[src/rtl/tx_mode_pkg.sv]
package tx_mode_pkg;
  typedef enum logic [1:0] {
    MODE_ENC  = 2'b00,
    MODE_BYP  = 2'b01,
    MODE_TEST = 2'b10,
    MODE_RSV  = 2'b11
  } tx_mode_e;
endpackage

[src/rtl/tx_tick_counter.sv]
module tx_tick_counter #(
  parameter int WORD_BITS  = 10,
  parameter int CAP_AT     = 1,
  parameter int RP_LO      = 2,
  parameter int RP_HI      = 6,
  parameter int WARM_TICKS = 2
) (
  input  logic clk,
  input  logic rst,
  input  logic tick,
  output logic wrap,
  output logic cap_en,
  output logic rd_pulse
);
  localparam int CW = $clog2(WORD_BITS);
  localparam int WW = $clog2(WARM_TICKS + 1);
  localparam logic [CW-1:0] LAST = CW'(WORD_BITS - 1);
  localparam logic [CW-1:0] CAP  = CW'(CAP_AT);
  localparam logic [WW-1:0] WARM = WW'(WARM_TICKS);
  localparam logic RD_RST = (RP_LO <= 0) && (RP_HI >= 0);

  logic [CW-1:0] cnt, cnt_nxt;
  logic [WW-1:0] warm;
  logic          warm_done;

  assign warm_done = (warm == WARM);
  assign wrap      = tick && (cnt == LAST);
  assign cap_en    = tick && (cnt == CAP) && warm_done;
  assign cnt_nxt   = (cnt == LAST) ? '0 : cnt + 1'b1;

  always_ff @(posedge clk) begin
    if (rst) begin
      cnt      <= '0;
      warm     <= '0;
      rd_pulse <= RD_RST;
    end else if (tick) begin
      cnt      <= cnt_nxt;
      rd_pulse <= (int'(cnt_nxt) >= RP_LO) && (int'(cnt_nxt) <= RP_HI);
      if (!warm_done) warm <= warm + 1'b1;
    end
  end
endmodule

[src/rtl/tx_input_stage.sv]
module tx_input_stage #(
  parameter int WORD_BITS = 10,
  parameter int DATA_BITS = 8
) (
  input  logic                 clk,
  input  logic                 rst,
  input  logic                 cap_en,
  input  logic                 use_enc,
  input  logic                 st_on,
  input  logic [WORD_BITS-1:0] tx_word,
  input  logic                 tx_special,
  input  logic                 tx_viol,
  input  logic [DATA_BITS-1:0] st_data,
  input  logic                 st_special,
  output logic [WORD_BITS-1:0] raw_q,
  output logic [DATA_BITS-1:0] data_q,
  output logic                 special_q,
  output logic                 viol_q,
  output logic                 enc_sel_q,
  output logic                 st_active
);
  always_ff @(posedge clk) begin
    if (rst) begin
      raw_q     <= '0;
      data_q    <= '0;
      special_q <= 1'b0;
      viol_q    <= 1'b0;
      enc_sel_q <= 1'b1;
      st_active <= 1'b0;
    end else begin
      st_active <= st_on;
      if (cap_en) begin
        raw_q     <= tx_word;
        enc_sel_q <= use_enc;
        data_q    <= st_on ? st_data    : tx_word[DATA_BITS-1:0];
        special_q <= st_on ? st_special : tx_special;
        viol_q    <= st_on ? 1'b0       : tx_viol;
      end
    end
  end
endmodule

[src/rtl/tx_shifter.sv]
module tx_shifter #(
  parameter int WORD_BITS = 10
) (
  input  logic                 clk,
  input  logic                 rst,
  input  logic                 tick,
  input  logic                 load,
  input  logic [WORD_BITS-1:0] word,
  output logic                 ser_out
);
  logic [WORD_BITS-1:0] sh;

  always_ff @(posedge clk) begin
    if (rst)       sh <= '0;
    else if (load) sh <= word;
    else if (tick) sh <= {1'b0, sh[WORD_BITS-1:1]};
  end

  assign ser_out = sh[0];
endmodule

[src/rtl/tx_mode_ctrl.sv]
module tx_mode_ctrl
  import tx_mode_pkg::*;
#(
  parameter int WORD_BITS  = 10,
  parameter int DATA_BITS  = 8,
  parameter int CAP_AT     = 1,
  parameter int RP_LO      = 2,
  parameter int RP_HI      = 6,
  parameter int WARM_TICKS = 2
) (
  input  logic                 clk,
  input  logic                 rst,
  input  logic [1:0]           mode,
  input  logic                 st_en_n,
  input  logic                 bit_tick,
  input  logic                 test_tick,
  input  logic [WORD_BITS-1:0] tx_word,
  input  logic                 tx_special,
  input  logic                 tx_viol,
  input  logic [DATA_BITS-1:0] st_data,
  input  logic                 st_special,
  input  logic [WORD_BITS-1:0] enc_code,
  output logic [DATA_BITS-1:0] enc_data,
  output logic                 enc_special,
  output logic                 enc_viol,
  output logic                 ser_out,
  output logic                 rd_pulse,
  output logic                 st_active
);
  tx_mode_e             mode_e;
  logic                 tick, wrap, cap_en, use_enc, enc_sel_q;
  logic [WORD_BITS-1:0] raw_q, word_sel;

  assign mode_e  = tx_mode_e'(mode);
  assign tick    = (mode_e == MODE_TEST) ? test_tick : bit_tick;
  assign use_enc = !((mode_e == MODE_BYP) && st_en_n);

  tx_tick_counter #(
    .WORD_BITS(WORD_BITS), .CAP_AT(CAP_AT), .RP_LO(RP_LO),
    .RP_HI(RP_HI), .WARM_TICKS(WARM_TICKS)
  ) u_cnt (
    .clk(clk), .rst(rst), .tick(tick),
    .wrap(wrap), .cap_en(cap_en), .rd_pulse(rd_pulse)
  );

  tx_input_stage #(.WORD_BITS(WORD_BITS), .DATA_BITS(DATA_BITS)) u_in (
    .clk(clk), .rst(rst), .cap_en(cap_en), .use_enc(use_enc),
    .st_on(!st_en_n), .tx_word(tx_word), .tx_special(tx_special),
    .tx_viol(tx_viol), .st_data(st_data), .st_special(st_special),
    .raw_q(raw_q), .data_q(enc_data), .special_q(enc_special),
    .viol_q(enc_viol), .enc_sel_q(enc_sel_q), .st_active(st_active)
  );

  assign word_sel = enc_sel_q ? enc_code : raw_q;

  tx_shifter #(.WORD_BITS(WORD_BITS)) u_sh (
    .clk(clk), .rst(rst), .tick(tick), .load(wrap),
    .word(word_sel), .ser_out(ser_out)
  );
endmodule

[config.mk]
export PLATFORM = sky130hd
export DESIGN_NAME = tx_mode_ctrl
export DESIGN_NICKNAME = d
export VERILOG_FILES = /design/src/rtl/tx_mode_pkg.sv /design/src/rtl/tx_tick_counter.sv /design/src/rtl/tx_input_stage.sv /design/src/rtl/tx_shifter.sv /design/src/rtl/tx_mode_ctrl.sv
export SDC_FILE = /design/constraint.sdc
export NUM_CORES = 1
export LEC_CHECK = 0
export BUFFER_PORTS_ARGS = -buffer_cell sky130_fd_sc_hd__buf_2
export CAP_MARGIN = 20
export CORE_MARGIN = 3
export CORE_UTILIZATION = 35
export DETAILED_ROUTE_END_ITERATION = 8
export GPL_TIMING_DRIVEN = 1
export MAX_ROUTING_LAYER = met4
export RECOVER_POWER = 100
export SLEW_MARGIN = 10
export SYNTH_ARGS = -nofsm -noshare
export SYNTH_HDL_FRONTEND = slang
export SYNTH_SLANG_ARGS = --single-unit
[constraint.sdc]
create_clock -name clk -period 1.47 [get_ports clk]
set_input_delay 0.441 -clock clk [delete_from_list [all_inputs] [get_ports clk]]
set_output_delay 0.441 -clock clk [all_outputs]
set_load 0.03 [all_outputs]
==> results.yml, run 1 <==
detailed_routing:
  firstDrtPassIters: 4
  post_drt_wl_per_cell_um: 13.56
  ant_nets: 0
  num_vias: 1758
  drtIter0Drc: 63
  drc: 0
  routed_wl_um: 4624
  vias_per_cell: 5.155
floorplanning:
  core_area_um2: 5238
  rows: 26
  io_pins: 51
  start_util_pct: 36.96
  chipHeight_um: 80.37
  die_x_um: 80.37
  die_area_um2: 6459
yosys:
  synth_area_um2: 1936
  ys_ff_latch: 39
  synth-xor-area-share_pct: 0
  synthSimpleGateAreaFrac_pct: 15.58
  yosysSeqAreaShare_pct: 40.34
  yosys-top-cells-count: "dfxtp_1, a21oi_1, nand2_1"
  synthAdderAreaFrac_pct: 0.6464
  postSynthAreaPerCell_um2: 9.173
  synth_cells: 211
  synthArstFlopShare_pct: 0
  yosys.cell_count.top_type: "dfxtp_1"
  synth.area.top_cells: "dfxtp_1, a21oi_1, mux2i_1"
  synth_edf_count: 0
  synth_top_cell_by_area: "dfxtp_1"
  ys_dominant_reg_cell: "dfxtp_1"
  synthesis.nets: 250
  ys_types: 36
  ys.warnings.count: 0
  synth_top_area_share_pct: 40.34
  synth-compound-area-share_pct: 22.50
  synth_mux_area_share_pct: 13.12
  synth_top_family_by_area: "compound AO/OA/AOI/OAI gates"
critical_path:
  cp_top_family: "simple AND/OR/NAND/NOR gates"
  crit_slowest_cell: "or4b_4"
  crit_path_max_fanout: 7
  cp.required_ps: 1650
  worst_setup_path_start_kind: "register"
  ff2ff_setup_slack_ps: -40
  endpoint_kind: "register"
  rr_endpoint: "u_in.raw_q[8]"
  max_stage_delay_ps: 540
  path_class: "register to register"
  cp_cell_sequence: "inv_2 > ha_4 > or4b_4 > buf_6 > o21ai_2 > a21oi_2"
  critPathArrivalTime_ps: 1690
  critPathBufInv: 2
  r2r_start: "u_cnt.warm[0]"
  r2r_cells: 6
sta:
  hold_viol: 0
  maxSlewViolCount: 0
  fin_crit_ps: 1510
  max_freq_mhz: 662.1
  min_period_over_period_pct: 102.7
  rsz0062_at_grt: "yes"
  worst_pin_slew_ps: 403.9
  fin_ws_ps: -40.27
  finalSetupViolCount: 13
  skew_ps: 3.088
  relSlewSlack_pct: 73.07
final_layout:
  seq_area_um2: 783.3
  diodes: 0
  nets: 309
  area_growth_pct: 28.18
  fin_util_pct: 47.37
  multi_input_area_um2: 1081
  final_layout_size_suffix_gt1_share_pct: 38.01
  fill_cells: 526
clocking:
  htree_levels: 2
  clkSlewWorstSetupHoldPaths_ps: 80
  cts_hold_buf: 0
  clock_latency_ps: 290
  root_buffer: "clkbuf_8"
  cts_tree: "done"
  cts_buffer_depth: 2
  cts_buffers: 5
  cts.sinks: 39
placement:
  io_buffers: 50
  gp_congestion: 0.7449
  hpwlAfterDp_um: 3314
power_and_ir_drop:
  power.leakage_nw: 0.9789
  vdd_ir_drop_max_mv: 0.4114
  power.total_mw: 2.156
  p_per_area_nw_per_um2: 869.1
outcome:
  violations: "negative setup slack"
  status: "complete, but fails checks"
run:
  cap_violations: 0
hold_path:
  hold_end: "u_in.raw_q[0]"
  hold_path_class: "primary input to register"
  hold_start: "tx_word[0]"
  holdPathStages: 3
grt:
  grt_pass1_wl_um: 8114
  grt_pass1_vias: 1716
  antenna_found_initial: 0
  grt_use_total_pct: 16.37
  grt_start_max_net_pins: 27
  overflow: 0
## cell type report
class,count,area share (%)
clock buffers,7,3.076
well taps,70,3.530
inverters,2,0.3026
flip-flops and latches,39,31.57
clock inverters,1,0.2017
multi-input cells,153,43.57
repair buffers,69,17.75
## worst max path at each step
stage,from,endpoint,cells after the start
final,u_cnt.warm[0],u_in.raw_q[8],6
after global routing,u_cnt.warm[0],u_in.raw_q[6],6
after CTS,u_cnt.warm[0],u_in.raw_q[8],6
after detailed placement,mode[1],u_in.enc_sel_q,6
after global placement,mode[1],u_cnt.cnt[2],6
after floorplan,mode[1],u_in.enc_sel_q,6
## worst register-to-register path, cell delays in order, from the launching register on
cell and delay, ps:
dfxtp_2 330, inv_2 50, ha_4 120, or4b_4 540, buf_6 180, o21ai_2 120
a21oi_2 60
## state kept, by name (all words and copies together), names as in the netlist, 2 cells and up
signal,flops
u_cnt.warm,2
u_in.raw_q,10
u_in.data_q,8
u_sh.sh,10
u_cnt.cnt,4
## layer usage
layer  up-vias  track usage, %  part of all wire [%]
li1        890               -                     -
met1       818           21.63                    49
met2        43           25.41                    45
met3         7           3.700                   4.9
met4         0           4.054                  0.95
met5         -               -                     0
## power breakdown
group,switching (mW),total (mW),internal [mW]
clock,0.375,0.708,0.333
combinational,0.199,0.355,0.157
sequential,0.0143,1.09,1.08
total,0.587,2.16,1.57
## through the flow
step / TNS (ps) / std cells / cell area (µm²) / hold WS (ps) / setup WS, ps
after floorplan: -237.4 / 211 / 1949 / 432.0 / -44.57
after global placement: -4607 / 330 / 2321 / 439.1 / -160.5
after detailed placement: -4848 / 330 / 2321 / 444.6 / -172.3
after CTS: -360.2 / 339 / 2440 / 414.4 / -36.96
after global routing: -1995 / 341 / 2481 / 415.3 / -105.8
final: -360.8 / 341 / 2481 / 416.4 / -40.27
## timing repair
action,CTS,global route
setup endpoints to repair,18,20
gates resized for setup,8,7
hold endpoints to repair,0,0
gates cloned,1,0
buffers inserted,0,2
pin swaps,8,3
## placed cells by master (no fill, tap or decap), types with 2 or more instances in the layout
cell and count:
a211oi_1 2, a211oi_2 8, a21oi_1 37, buf_12 4
buf_2 37, buf_4 13, clkbuf_1 5, clkbuf_2 11
clkbuf_8 5, dfxtp_1 37, dfxtp_2 2, mux2_2 2
mux2i_1 18, nand2_1 23, nand3_1 13, nand4_1 2
nor2_1 4, nor2_4 2, nor2b_1 2, o211ai_1 9
o21ai_0 4, o21ai_1 3, o21ai_2 7, or3_1 2
## cell families (layout without fill, tap and decap cells)
kind of cell | after synthesis | after routing
and+or+nand+nor | 55 | 56
muxes | 23 | 23
AOI/OAI and AO/OA | 73 | 73
adders and majority gates | 1 | 1
buffers and inverters | 20 | 79
DFF | 39 | 39
Note: power is estimated with default switching activity, not from simulation.
==> run 2, diff against run 1 <==
--- a/config.mk
+++ b/config.mk
@@ -8,10 +8,11 @@
 export BUFFER_PORTS_ARGS = -buffer_cell sky130_fd_sc_hd__buf_2
 export CAP_MARGIN = 20
 export CORE_MARGIN = 3
-export CORE_UTILIZATION = 35
+export CORE_UTILIZATION = 44
 export DETAILED_ROUTE_END_ITERATION = 8
 export GPL_TIMING_DRIVEN = 1
 export MAX_ROUTING_LAYER = met4
+export PLACE_DENSITY = 0.71
 export RECOVER_POWER = 100
 export SLEW_MARGIN = 10
 export SYNTH_ARGS = -nofsm -noshare
==> run 2 against run 1 <==
  * The flow still finishes with violations (negative setup slack)
  * Clock power grew 13%
  * Flip-flop and latch count unchanged
  * Critical path depth stayed put
  * Routed wire length grew 3.0%
  * Die area shrank 19%
  * Power rose by 5.6%
  * Cell count down 5.6%
  * Combinational power grew 8.5%
  * Utilization is 14 points higher
  * Clock-buffer cell count is 1 higher
  * Critical path type unchanged
  * Largest power group unchanged
==> results.yml, run 2 (synthesis results as in run 1) <==
outcome:
  status: "complete, but fails checks"
  violations: "negative setup slack"
final_layout:
  multi_input_area_um2: 1061
  diodes: 0
  seq_area_um2: 783.3
  final_cell_mix: "dfxtp_1, a21oi_1, buf_2, nand2_1, mux2i_1"
  reg_top3: "u_in.raw_q (10), u_sh.sh (10), u_in.data_q (8)"
  final_common_cell: "dfxtp_1"
  final_layout_size_suffix_gt1_share_pct: 36.03
  fill_cells: 364
  nets: 310
  area_growth_pct: 29.61
power_and_ir_drop:
  p_per_area_nw_per_um2: 908.1
  power.leakage_nw: 0.9981
  vdd_ir_drop_max_mv: 0.5140
  power.total_mw: 2.278
critical_path:
  worstSetupStartpoint: "u_cnt.warm[0]"
  worst_setup_path_start_kind: "register"
  r2r_start: "u_cnt.warm[0]"
  path_class: "register to register"
  cp.required_ps: 1640
  critPathArrivalTime_ps: 1710
  endpoint_kind: "register"
  crit_path_max_fanout: 5
  r2r_cells: 6
grt:
  overflow: 0
  grt_use_total_pct: 18.50
  grt_pass1_vias: 1703
  antenna_found_initial: 0
  grt_pass1_wl_um: 7527
  grt_start_max_net_pins: 27
detailed_routing:
  ant_nets: 0
  num_vias: 1768
  vias_per_cell: 5.491
  drtIter0Drc: 126
  routed_wl_um: 4765
  firstDrtPassIters: 4
  drc: 0
  post_drt_wl_per_cell_um: 14.80
floorplanning:
  die_area_um2: 5231
  rows: 23
  die_x_um: 72.33
  io_pins: 51
  start_util_pct: 47.04
  chipHeight_um: 72.33
  core_area_um2: 4115
clocking:
  cts.sinks: 39
  cts_hold_buf: 0
  cts_buffer_depth: 2
  root_buffer: "clkbuf_8"
  clock_latency_ps: 290
  cts_buffers: 5
  htree_levels: 2
  cts_tree: "done"
  clkSlewWorstSetupHoldPaths_ps: 70
placement:
  hpwlAfterDp_um: 3289
  io_buffers: 50
  gp_congestion: 0.7762
sta:
  relSlewSlack_pct: 54.13
  rsz0062_at_grt: "yes"
  fin_ws_ps: -69.24
  finalSetupViolCount: 19
  skew_ps: 4.765
  min_period_over_period_pct: 104.7
  worst_pin_slew_ps: 688.0
  max_freq_mhz: 649.7
  fin_crit_ps: 1539
  hold_viol: 0
  final.setup.tns_ps: -722.8
  maxSlewViolCount: 0
hold_path:
  hold_path_class: "primary input to register"
  holdPathStages: 3
  hold_start: "tx_word[9]"
run:
  cap_violations: 0
-- run 2: changes by cell type in the layout (fill, tap and decap cells not counted), sizes merged --
cell	change
buf	-2
clkbuf	+4
clkinv	-1
-- run 2: worst paths after layout --
check             slack, ps        endpoint
setup reg to reg        -70  u_in.data_q[4]
hold reg to reg         450      u_sh.sh[7]
hold / removal          400   u_in.raw_q[9]
setup / recovery        -70  u_in.data_q[4]
-- run 2: area by class of cell --
class                   count  area share, %
flip-flops and latches     39          31.22
repair buffers             70          19.70
well taps                  50          2.494
inverters                   2         0.2993
clock buffers               8          3.990
multi-input cells         153          42.29
-- run 2: what timing repair did --
item | in CTS | in global routing
setup endpoints to repair | 20 | 20
gates cloned | 0 | 2
gates resized for setup | 7 | 6
hold endpoints to repair | 0 | 0
pin swaps | 0 | 3
buffers inserted | 0 | 2
-- run 2: where the power goes --
part | total (mW) | switching [mW] | internal [mW] | leakage (nW)
Clock | 0.800 | 0.371 | 0.428 | 0.0515
Combinational | 0.385 | 0.206 | 0.179 | 0.630
Sequential | 1.09 | 0.0142 | 1.08 | 0.316
Total | 2.28 | 0.592 | 1.69 | 0.998
-- run 2: layer usage --
| metal | vias up | GRT usage [%] | wire (µm) |
|---|---|---|---|
| met2 | 39 | 30.23 | 2356 |
| met3 | 8 | 3.878 | 194 |
| li1 | 894 | - | - |
| met1 | 827 | 22.71 | 2130 |
| met4 | 0 | 6.054 | 83 |
| met5 | - | - | 0 |
-- run 2: metrics by stage --
step / hold WS [ps] / std cells / instance area (µm²) / util (%) / setup WS (ps)
final: 404.4 / 322 / 2509 / 60.96 / -69.24
after global routing: 419.3 / 322 / 2509 / 60.96 / -122.3
after CTS: 390.7 / 318 / 2445 / 59.41 / -45.50
after detailed placement: 444.7 / 310 / 2321 / 56.40 / -179.0
after global placement: 440.4 / 310 / 2321 / 56.40 / -163.5
after floorplan: 432.0 / 211 / 1949 / - / -44.57
-- run 2: worst max-delay path, cell delays in order (launching register included) --
cell	delay, ps
dfxtp_2	330
inv_2	60
ha_4	130
or4b_4	500
buf_12	160
nor2_4	150
a211oi_1	90
==> run 3, diff against run 2 <==
--- a/config.mk
+++ b/config.mk
@@ -5,6 +5,7 @@
 export SDC_FILE = /design/constraint.sdc
 export NUM_CORES = 1
 export LEC_CHECK = 0
+export ABC_AREA = 1
 export BUFFER_PORTS_ARGS = -buffer_cell sky130_fd_sc_hd__buf_2
 export CAP_MARGIN = 20
 export CORE_MARGIN = 3
==> run 3 against run 2 <==
  * The flow now finishes without violations
  * Non-clock buffer count fell by 10
  * Clock power grew 32%
  * Synthesized area fell by 0.19%
  * Sequential power hardly changed
  * Critical path type is now register to output pin
  * Critical endpoint is now enc_data[6]
  * Largest cell class unchanged
  * Largest power group unchanged
  * Highest routed layer unchanged
==> results.yml, run 3 <==
sta:
  skew_ps: 4.767
  min_period_over_period_pct: 93.22
  max_freq_mhz: 729.7
  fin_ws_ps: 99.65
  relSlewSlack_pct: 36.76
  maxSlewViolCount: 0
  fin_crit_ps: 1370
  finalSetupViolCount: 0
  hold_viol: 0
  worst_pin_slew_ps: 948.6
placement:
  dpl_worst_slack_ps: 35.95
  io_buffers: 50
  gp_congestion: 0.8542
  hpwlAfterDp_um: 3321
floorplanning:
  io_pins: 51
  die_x_um: 72.26
  die_area_um2: 5222
  core_area_um2: 4115
  chipHeight_um: 72.26
  rows: 23
  start_util_pct: 46.94
yosys:
  synth_top_cell_by_area: "dfxtp_1"
  synth_top_family_by_area: "simple AND/OR/NAND/NOR gates"
  synth-compound-area-share_pct: 11.01
  yosys-top-cells-count: "nand2_1, nand3_1, dfxtp_1"
  synth-xor-area-share_pct: 0
  ys_ff_latch: 39
  synthArstFlopShare_pct: 0
  synth_mux_area_share_pct: 0
  synth.area.top_cells: "dfxtp_1, nand3_1, nand2_1"
  ys_types: 18
  yosys.cell_count.top_type: "nand2_1"
  ys_dominant_reg_cell: "dfxtp_1"
  synthAdderAreaFrac_pct: 0.6477
  synth_cells: 286
  synthesis.nets: 325
  yosysSeqAreaShare_pct: 40.41
  synthSimpleGateAreaFrac_pct: 36.85
  ys.warnings.count: 0
  synth_top_area_share_pct: 40.41
  synth_edf_count: 0
  postSynthAreaPerCell_um2: 6.755
  synth_area_um2: 1932
critical_path:
  cp.required_ps: 1030
  path_class: "register to output pin"
  r2r_cells: 8
  critPathArrivalTime_ps: 930
  cp_top_family: "flip-flops"
  critPathBufInv: 1
  cp_cell_sequence: "clkbuf_1"
  max_stage_delay_ps: 330
  crit_slowest_cell: "dfxtp_1"
  crit_cells: 1
  endpoint_kind: "output pin"
  worst_setup_path_start_kind: "register"
  crit_path_max_fanout: 2
final_layout:
  final_common_cell: "nand2_1"
  fin_util_pct: 57.77
  nets: 377
  area_growth_pct: 23.06
  fill_cells: 411
  final_cell_mix: "nand2_1, nand3_1, dfxtp_1, buf_2, inv_1"
  final_layout_size_suffix_gt1_share_pct: 20.35
  diodes: 0
  reg_top3: "u_in.raw_q (10), u_sh.sh (10), u_in.data_q (8)"
detailed_routing:
  num_vias: 1964
  firstDrtPassIters: 4
  top_layer: "met4"
  ant_nets: 0
  drc: 0
  routed_wl_um: 4507
  wl_met1_um: 2051
  dr_wl_met2_um: 2120
  drtIter0Drc: 71
  vias_per_cell: 5.049
  wl_met3_um: 247
  post_drt_wl_per_cell_um: 11.59
clocking:
  cts_hold_buf: 0
  root_buffer: "clkbuf_8"
  clkSlewWorstSetupHoldPaths_ps: 80
  cts_buffers: 5
  clock_latency_ps: 290
  cts_buffer_depth: 2
  cts_tree: "done"
  cts.sinks: 39
  htree_levels: 2
grt:
  grt_pass1_vias: 1767
  overflow: 0
  antenna_found_initial: 0
  grt_start_max_net_pins: 28
  grt_pass1_wl_um: 7610
  grt_use_total_pct: 18.90
power_and_ir_drop:
  power.leakage_nw: 1.098
  p_sw_share_pct: 23.66
  combPwrFrac_pct: 12.2
  power.share.sequential_pct: 44.6
  p_int_mw: 1.874
  vdd_ir_drop_max_mv: 0.6467
  power_frac_clock_pct: 43.1
  p_per_area_nw_per_um2: 1032
  switchingPower_mw: 0.5808
  power.total_mw: 2.455
hold_path:
  holdPathStages: 3
  hold_path_class: "primary input to register"
run:
  cap_violations: 0
outcome:
  status: "complete, no violations"
-- run 3: cell types whose count changed in the layout (fill, tap and decap cells not counted), moves of 10 or more --
cell	previous run	this run
nand2_1	23	82
o21ai_2	10	0
o21ai_0	3	13
mux2i_1	19	0
nand3_1	13	65
inv_1	1	28
-- run 3: timing repair --
item	in CTS	in global routing
setup buffers	0	0
gates resized for setup	0	2
setup endpoints to repair	0	1
-- run 3: path summary, 6_finish.rpt --
| check | start | to | slack, ps |
|---|---|---|---|
| setup reg to reg | u_cnt.warm[0] | u_in.data_q[0] | 120 |
| setup / recovery | u_in.data_q[6] | enc_data[6] | 100 |
| hold reg to reg | u_in.data_q[5] | u_in.data_q[5] | 460 |
| hold / removal | tx_word[9] | u_in.raw_q[9] | 420 |
-- run 3: cell families (layout without fill, tap and decap cells) --
group / after synthesis / in the layout
and+or+nand+nor: 160 / 160
adders and majority gates: 1 / 1
DFF: 39 / 39
AOI/OAI and AO/OA: 41 / 41
buffers and inverters: 45 / 98
-- run 3: layout make-up --
class                           count  area, µm²  share of cell area (%)
Clock buffer                        5      68.82                   2.895
Sequential cell                    39      780.7                   32.84
Tap cell                           50      62.56                   2.632
Multi-Input combinational cell    202      939.7                   39.53
Timing Repair Buffer               60      345.3                   14.53
Inverter                           30      112.6                   4.737
Clock inverter                      3      67.56                   2.842
-- run 3: through the flow --
step	hold slack, ps	setup TNS (ps)	area (µm²)	instances
after detailed placement	449.3	0	2268	381
after global routing	404.0	-33.09	2377	389
after floorplan	433.0	0	1932	286
after global placement	445.2	0	2268	381
final	421.4	0	2377	389
after CTS	409.1	0	2405	389
-- run 3: metal layers --
layer  vias up  track usage, %
li1       1034               -
met1       855           23.18
met2        65           29.73
met3        10           4.571
met4         0           7.724
met5         -               -
-- run 3: power groups by stage --
stage	registers, mW	logic [mW]	clock network (mW)
2_1_floorplan	1.13	0.182	0
3_3_place_gp	1.12	0.306	0
3_5_place_dp	1.12	0.310	0
4_1_cts	1.10	0.311	1.08
5_1_grt	1.10	0.340	1.13
6_report	1.10	0.301	1.06
